===== src/rtl/xirq_pkg.sv =====
package xirq_pkg;

    // Detector state: the last synchronised sample seen on the pin
    typedef enum logic {
        ST_ARMED = 1'b0,   // last sample high, a low sample is a falling edge
        ST_HELD  = 1'b1    // last sample low, waiting for release
    } det_state_e;

    // Field positions inside the control register, per input i
    function automatic int type_bit(input int i);
        return 2 * i;
    endfunction

    function automatic int flag_bit(input int i);
        return 2 * i + 1;
    endfunction

endpackage


===== src/rtl/xirq_sync.sv =====
module xirq_sync #(
    parameter int STAGES    = 2,
    parameter bit RESET_VAL = 1'b1
) (
    input  logic clk,
    input  logic rst_n,
    input  logic d,
    output logic q
);
    logic [STAGES-1:0] chain_q;

    always_ff @(posedge clk or negedge rst_n) begin
        if (!rst_n) begin
            chain_q <= {STAGES{RESET_VAL}};
        end else begin
            chain_q <= {chain_q[STAGES-2:0], d};
        end
    end

    assign q = chain_q[STAGES-1];
endmodule


===== src/rtl/xirq_chan.sv =====
module xirq_chan
    import xirq_pkg::*;
(
    input  logic clk,
    input  logic rst_n,
    input  logic samp,       // synchronised pin level
    input  logic edge_mode,  // 1 = falling edge, 0 = low level
    input  logic ack,
    input  logic sw_wr,
    input  logic sw_val,
    output logic flag
);
    det_state_e state_q, state_d;
    logic       fall_seen;
    logic       hw_set;

    // Next-state logic: the ARMED -> HELD transition is the falling edge
    always_comb begin
        state_d   = state_q;
        fall_seen = 1'b0;
        unique case (state_q)
            ST_ARMED: begin
                if (!samp) begin
                    state_d   = ST_HELD;
                    fall_seen = 1'b1;
                end
            end
            ST_HELD: begin
                if (samp) begin
                    state_d = ST_ARMED;
                end
            end
            default: state_d = ST_ARMED;
        endcase
    end

    always_ff @(posedge clk or negedge rst_n) begin
        if (!rst_n) begin
            state_q <= ST_ARMED;
        end else begin
            state_q <= state_d;
        end
    end

    assign hw_set = edge_mode ? fall_seen : !samp;

    // Flag priority: hardware set, then software write, then acknowledge
    always_ff @(posedge clk or negedge rst_n) begin
        if (!rst_n) begin
            flag <= 1'b0;
        end else if (hw_set) begin
            flag <= 1'b1;
        end else if (sw_wr) begin
            flag <= sw_val;
        end else if (ack) begin
            flag <= 1'b0;
        end
    end
endmodule


===== src/rtl/xirq_regport.sv =====
module xirq_regport
    import xirq_pkg::*;
#(
    parameter int                 NUM_SRC  = 2,
    parameter int                 ADDR_W   = 8,
    parameter int                 DATA_W   = 8,
    parameter logic [ADDR_W-1:0]  REG_ADDR = 8'h88
) (
    input  logic               clk,
    input  logic               rst_n,
    input  logic [ADDR_W-1:0]  addr,
    input  logic               wr_en,
    input  logic [DATA_W-1:0]  wdata,
    input  logic [NUM_SRC-1:0] flags,
    output logic [DATA_W-1:0]  rdata,
    output logic [NUM_SRC-1:0] type_q,
    output logic [NUM_SRC-1:0] sw_wr,
    output logic [NUM_SRC-1:0] sw_val
);
    logic sel;
    logic wr_hit;

    assign sel    = (addr == REG_ADDR);
    assign wr_hit = wr_en && sel;

    for (genvar i = 0; i < NUM_SRC; i++) begin : g_field
        always_ff @(posedge clk or negedge rst_n) begin
            if (!rst_n) begin
                type_q[i] <= 1'b0;
            end else if (wr_hit) begin
                type_q[i] <= wdata[type_bit(i)];
            end
        end
        assign sw_wr[i]  = wr_hit;
        assign sw_val[i] = wdata[flag_bit(i)];
    end

    always_comb begin
        rdata = '0;
        if (sel) begin
            for (int i = 0; i < NUM_SRC; i++) begin
                rdata[type_bit(i)] = type_q[i];
                rdata[flag_bit(i)] = flags[i];
            end
        end
    end
endmodule


===== src/rtl/xirq_detect.sv =====
module xirq_detect #(
    parameter int                NUM_SRC     = 2,
    parameter int                ADDR_W      = 8,
    parameter int                DATA_W      = 8,
    parameter logic [ADDR_W-1:0] REG_ADDR    = 8'h88,
    parameter int                SYNC_STAGES = 2
) (
    input  logic               clk,
    input  logic               rst_n,
    input  logic [NUM_SRC-1:0] irq_pin_n,
    input  logic [NUM_SRC-1:0] irq_ack,
    input  logic [ADDR_W-1:0]  reg_addr,
    input  logic               reg_wr_en,
    input  logic [DATA_W-1:0]  reg_wdata,
    output logic [DATA_W-1:0]  reg_rdata,
    output logic [NUM_SRC-1:0] irq_req
);
    logic [NUM_SRC-1:0] pin_sync;
    logic [NUM_SRC-1:0] type_q;
    logic [NUM_SRC-1:0] sw_wr;
    logic [NUM_SRC-1:0] sw_val;
    logic [NUM_SRC-1:0] flag_q;

    xirq_regport #(
        .NUM_SRC  (NUM_SRC),
        .ADDR_W   (ADDR_W),
        .DATA_W   (DATA_W),
        .REG_ADDR (REG_ADDR)
    ) regs_i (
        .clk    (clk),
        .rst_n  (rst_n),
        .addr   (reg_addr),
        .wr_en  (reg_wr_en),
        .wdata  (reg_wdata),
        .flags  (flag_q),
        .rdata  (reg_rdata),
        .type_q (type_q),
        .sw_wr  (sw_wr),
        .sw_val (sw_val)
    );

    for (genvar i = 0; i < NUM_SRC; i++) begin : g_src
        xirq_sync #(
            .STAGES    (SYNC_STAGES),
            .RESET_VAL (1'b1)
        ) sync_i (
            .clk   (clk),
            .rst_n (rst_n),
            .d     (irq_pin_n[i]),
            .q     (pin_sync[i])
        );

        xirq_chan chan_i (
            .clk       (clk),
            .rst_n     (rst_n),
            .samp      (pin_sync[i]),
            .edge_mode (type_q[i]),
            .ack       (irq_ack[i]),
            .sw_wr     (sw_wr[i]),
            .sw_val    (sw_val[i]),
            .flag      (flag_q[i])
        );
    end

    assign irq_req = flag_q;
endmodule


===== config.mk =====
export PLATFORM = sky130hd
export DESIGN_NAME = xirq_detect
export DESIGN_NICKNAME = d
export VERILOG_FILES = /design/src/rtl/xirq_pkg.sv /design/src/rtl/xirq_sync.sv /design/src/rtl/xirq_chan.sv /design/src/rtl/xirq_regport.sv /design/src/rtl/xirq_detect.sv
export SDC_FILE = /design/constraint.sdc
export NUM_CORES = 1
export LEC_CHECK = 0
export ABC_CLOCK_PERIOD_IN_PS = 1700
export BUFFER_PORTS_ARGS = -buffer_cell sky130_fd_sc_hd__buf_2
export CORE_AREA = 2 2 39 41
export CTS_CLUSTER_DIAMETER = 200
export CTS_CLUSTER_SIZE = 25
export DETAILED_ROUTE_END_ITERATION = 10
export DIE_AREA = 0 0 41 43
export PLACE_DENSITY = 0.72
export SYNTH_ARGS = -nofsm -noshare
export SYNTH_HDL_FRONTEND = slang
export SYNTH_SLANG_ARGS = --single-unit
export TNS_END_PERCENT = 10

===== constraint.sdc =====
create_clock -name clk -period 1.7 [get_ports clk]
set_clock_uncertainty 0.15 [all_clocks]
set_input_delay 0.51 -clock clk [delete_from_list [all_inputs] [get_ports clk]]
set_output_delay 0.51 -clock clk [all_outputs]
set_load 0.02 [all_outputs]

==> results.cfg <==
[final_layout]
post-route-cell-area_um2 = 719
post_route_cells_drive_above_1_share_pct = 65.7
area_growth_synth_to_finish_pct = 47.1
final_cells = 83
diodes = 0
finalNetCount = 92
layout.filler_cells = 131

[pwr]
power_per_cell_area_nw_per_um2 = 670
switchingPower_w = 0.000110
power.share.switching_pct = 22.8
leakage_power_of_the_design_nw = 0.375
internal_power_w = 0.000372
pwr-share-comb_pct = 14.9
fin_total_pwr_w = 0.000482
power.ir.vdd_worst_v = 0.000323
clock_power_share_pct = 30.9
p_seq_share_pct = 54.3

[logic_synthesis]
post_synth_inst_count = 38
ys_top_cells_by_count = buf_4, dfrtp_1, a21oi_1, dfstp_2, inv_1
synth_seq_cells = 10
postSynthAreaPerCell_um2 = 12.9
synth.top_cells.by_area = dfrtp_1, dfstp_2, nor4b_4, buf_4, mux2_4
count_of_flip_flops_with_a_built_in_enable_after_synthesis = 0
postSynth.asyncResetShare_pct = 100
share_of_the_synthesized_area_in_the_top_cell_type_pct = 30.7
synth-seq-area-share_pct = 52.2
count_of_synthesis_stage_warnings_from_yosys = 0
synth-main-ff-cell = dfrtp_1
combined_area_of_all_synthesized_cells_um2 = 489
synth_largest_area_cell = dfrtp_1
netlist-cell-type-count = 13

[die]
top_level_ports = 33
rows = 14
die_height_um = 43
die-area_um2 = 1760
start_util_pct = 35.4
die_x_um = 41
core-area_um2 = 1380

[detailed_routing]
drc_errors = 0
drt-initial-drc-count = 0
routed_via_density = 4.27
wirelength_um = 831
wl_per_cell_um = 10.0
routed-via-count = 354
ant_nets = 0
drt_first_pass_iters = 1

[worst_setup_path]
worst_setup_sp = reg_addr[5]
critical_path_required_ns = 1.04
critical_path.startpoint_type = input pin
reg2reg_from = g_src[1].sync_i.chain_q[1]
crit_end = reg_rdata[0]
r2r_cells = 3
critical_path_arrival_ns = 1.33
worst_setup_path_end_kind = output port
worstPathMaxFanout = 5
setup.worst_path.class = input pin to output port
critical_path.reg2reg.endpoint = g_src[1].chan_i.flag
r2r_setup_slack_ns = 0.66

[place]
dpl_cell_area_um2 = 621
placed_cells_incl_taps = 78
dp_worst_setup_slack_ns = -0.392
place.port_buffers = 24
dp_hpwl_um = 646
finalWeightedCongestion = 0.622

[grt]
grt_util_all_layers_pct = 10.7
grt_pass1_vias = 339
remaining_overflow_grt = 0
grt_first_pass_wirelength_um = 1230
maximum_number_of_pins_on_one_net_before_global_route_repair = 11
initial_antenna_violation_count = 0

[run]
cap_viol_max_count = 0

[clock_network]
htree_num_levels = 1
cts_tree = yes
cts.reportedPaths.clkPinSlew_ns = 0.06
cts_buffer_depth = 2
clock_insertion_delay_worst_skew_ns = 0.25
tritoncts.num_buffers = 3
tritoncts_num_sinks = 10
clock_tree.root_cell = clkbuf_4

[sta]
final_number_of_setup_violating_endpoints = 4
fin_worst_hold_slack_ns = 0.205
maxSlewViolCount = 0
postLayoutSetupSlackWorst_ns = -0.289
period_share_pct = 117
setup_repair_after_global_routing_missed_its_margin = true
finalHoldViolations = 0
period_needed_ns = 1.99
max_freq_mhz = 503

[run_status]
outcome = finished with violations
failed_checks = setup timing

[min_path]
min-delay-start = irq_pin_n[1]
hp-class = input pin to flip-flop
==> flip-flops by register name (all words and copies together), names as in the netlist <==
signal                flops
g_src.sync_i.chain_q      4
regs_i.type_q             2
g_src.chan_i.state_q      2
g_src.chan_i.flag         2
==> kinds of logic after synthesis <==
| logic type | after synthesis | share of synthesized area, % |
|---|---|---|
| DFF | 10 | 52.2 |
| buffers and inverters | 10 | 12.3 |
| AOI/OAI and AO/OA | 4 | 4.09 |
| and+or+nand+nor | 9 | 20.5 |
| muxes | 4 | 10.2 |
| other | 1 | 0.767 |
==> how the worst min path moves through the flow <==
stage,endpoint,depth (start not counted)
finish,g_src[1].sync_i.chain_q[0],1
global route,g_src[0].sync_i.chain_q[0],1
CTS,g_src[1].sync_i.chain_q[0],1
detailed placement,g_src[0].sync_i.chain_q[1],0
global placement,g_src[1].sync_i.chain_q[1],0
floorplan,g_src[0].chan_i.flag,0
==> layout by cell type (no fill, tap or decap), types with 2 or more instances in the layout <==
master and count:
a21oi_1 4, and3_4 4, buf_2 17, buf_4 4, buf_6 7, clkbuf_4 3, conb_1 4, dfrtp_1 6
dfstp_2 4, inv_1 4, mux2_4 2, mux2i_1 2, nor2_1 2, nor4b_4 2
==> stage by stage <==
step / util [%] / setup TNS (ns)
6_report: 52.0 / -1.12
5_1_grt: 52.0 / -1.32
4_1_cts: 51.5 / -1.21
3_5_place_dp: 44.8 / -2.00
3_3_place_gp: 44.8 / -1.83
2_1_floorplan: - / -0.495
==> per-layer routing <==
metal	global-route usage (%)	share of wire [%]	vias up
li1	-	-	174
met5	0	0	-
met1	9.83	35	160
met3	3.14	9.9	0
met2	18.1	55	20
met4	8.00	0	0
==> repair_timing <==
item / in CTS / in global routing
endpoints found under the hold margin: 6 / 0
buffers inserted: 1 / 0
resized for setup: 14 / 1
hold buffers: 1 / 0
endpoints found under the setup margin: 4 / 4
pin swaps: 5 / 3
==> worst max-delay path, stage by stage <==
cell,delay (ns)
buf_2,0.11
nor4b_4,0.35
and3_4,0.25
buf_6,0.11
==> power groups by stage <==
| stage | Sequential, W | Clock, W | Combinational [W] |
|---|---|---|---|
| 3_3_place_gp | 0.000265 | 0 | 0.0000633 |
| 5_1_grt | 0.000263 | 0.000175 | 0.0000786 |
| 4_1_cts | 0.000262 | 0.000161 | 0.0000713 |
| 3_5_place_dp | 0.000265 | 0 | 0.0000650 |
| 2_1_floorplan | 0.000263 | 0 | 0.0000414 |
| 6_report | 0.000261 | 0.000149 | 0.0000717 |
==> final cells by class <==
class / count / area (um2) / share of cell area [%]
tap: 16 / 20.0 / 2.78
sequential: 10 / 255 / 35.5
clock buffer: 3 / 22.5 / 3.13
timing repair buffer: 29 / 204 / 28.3
inverter: 4 / 15.0 / 2.09
multi-input combinational: 21 / 203 / 28.2
(Power assumes the default switching activity.)
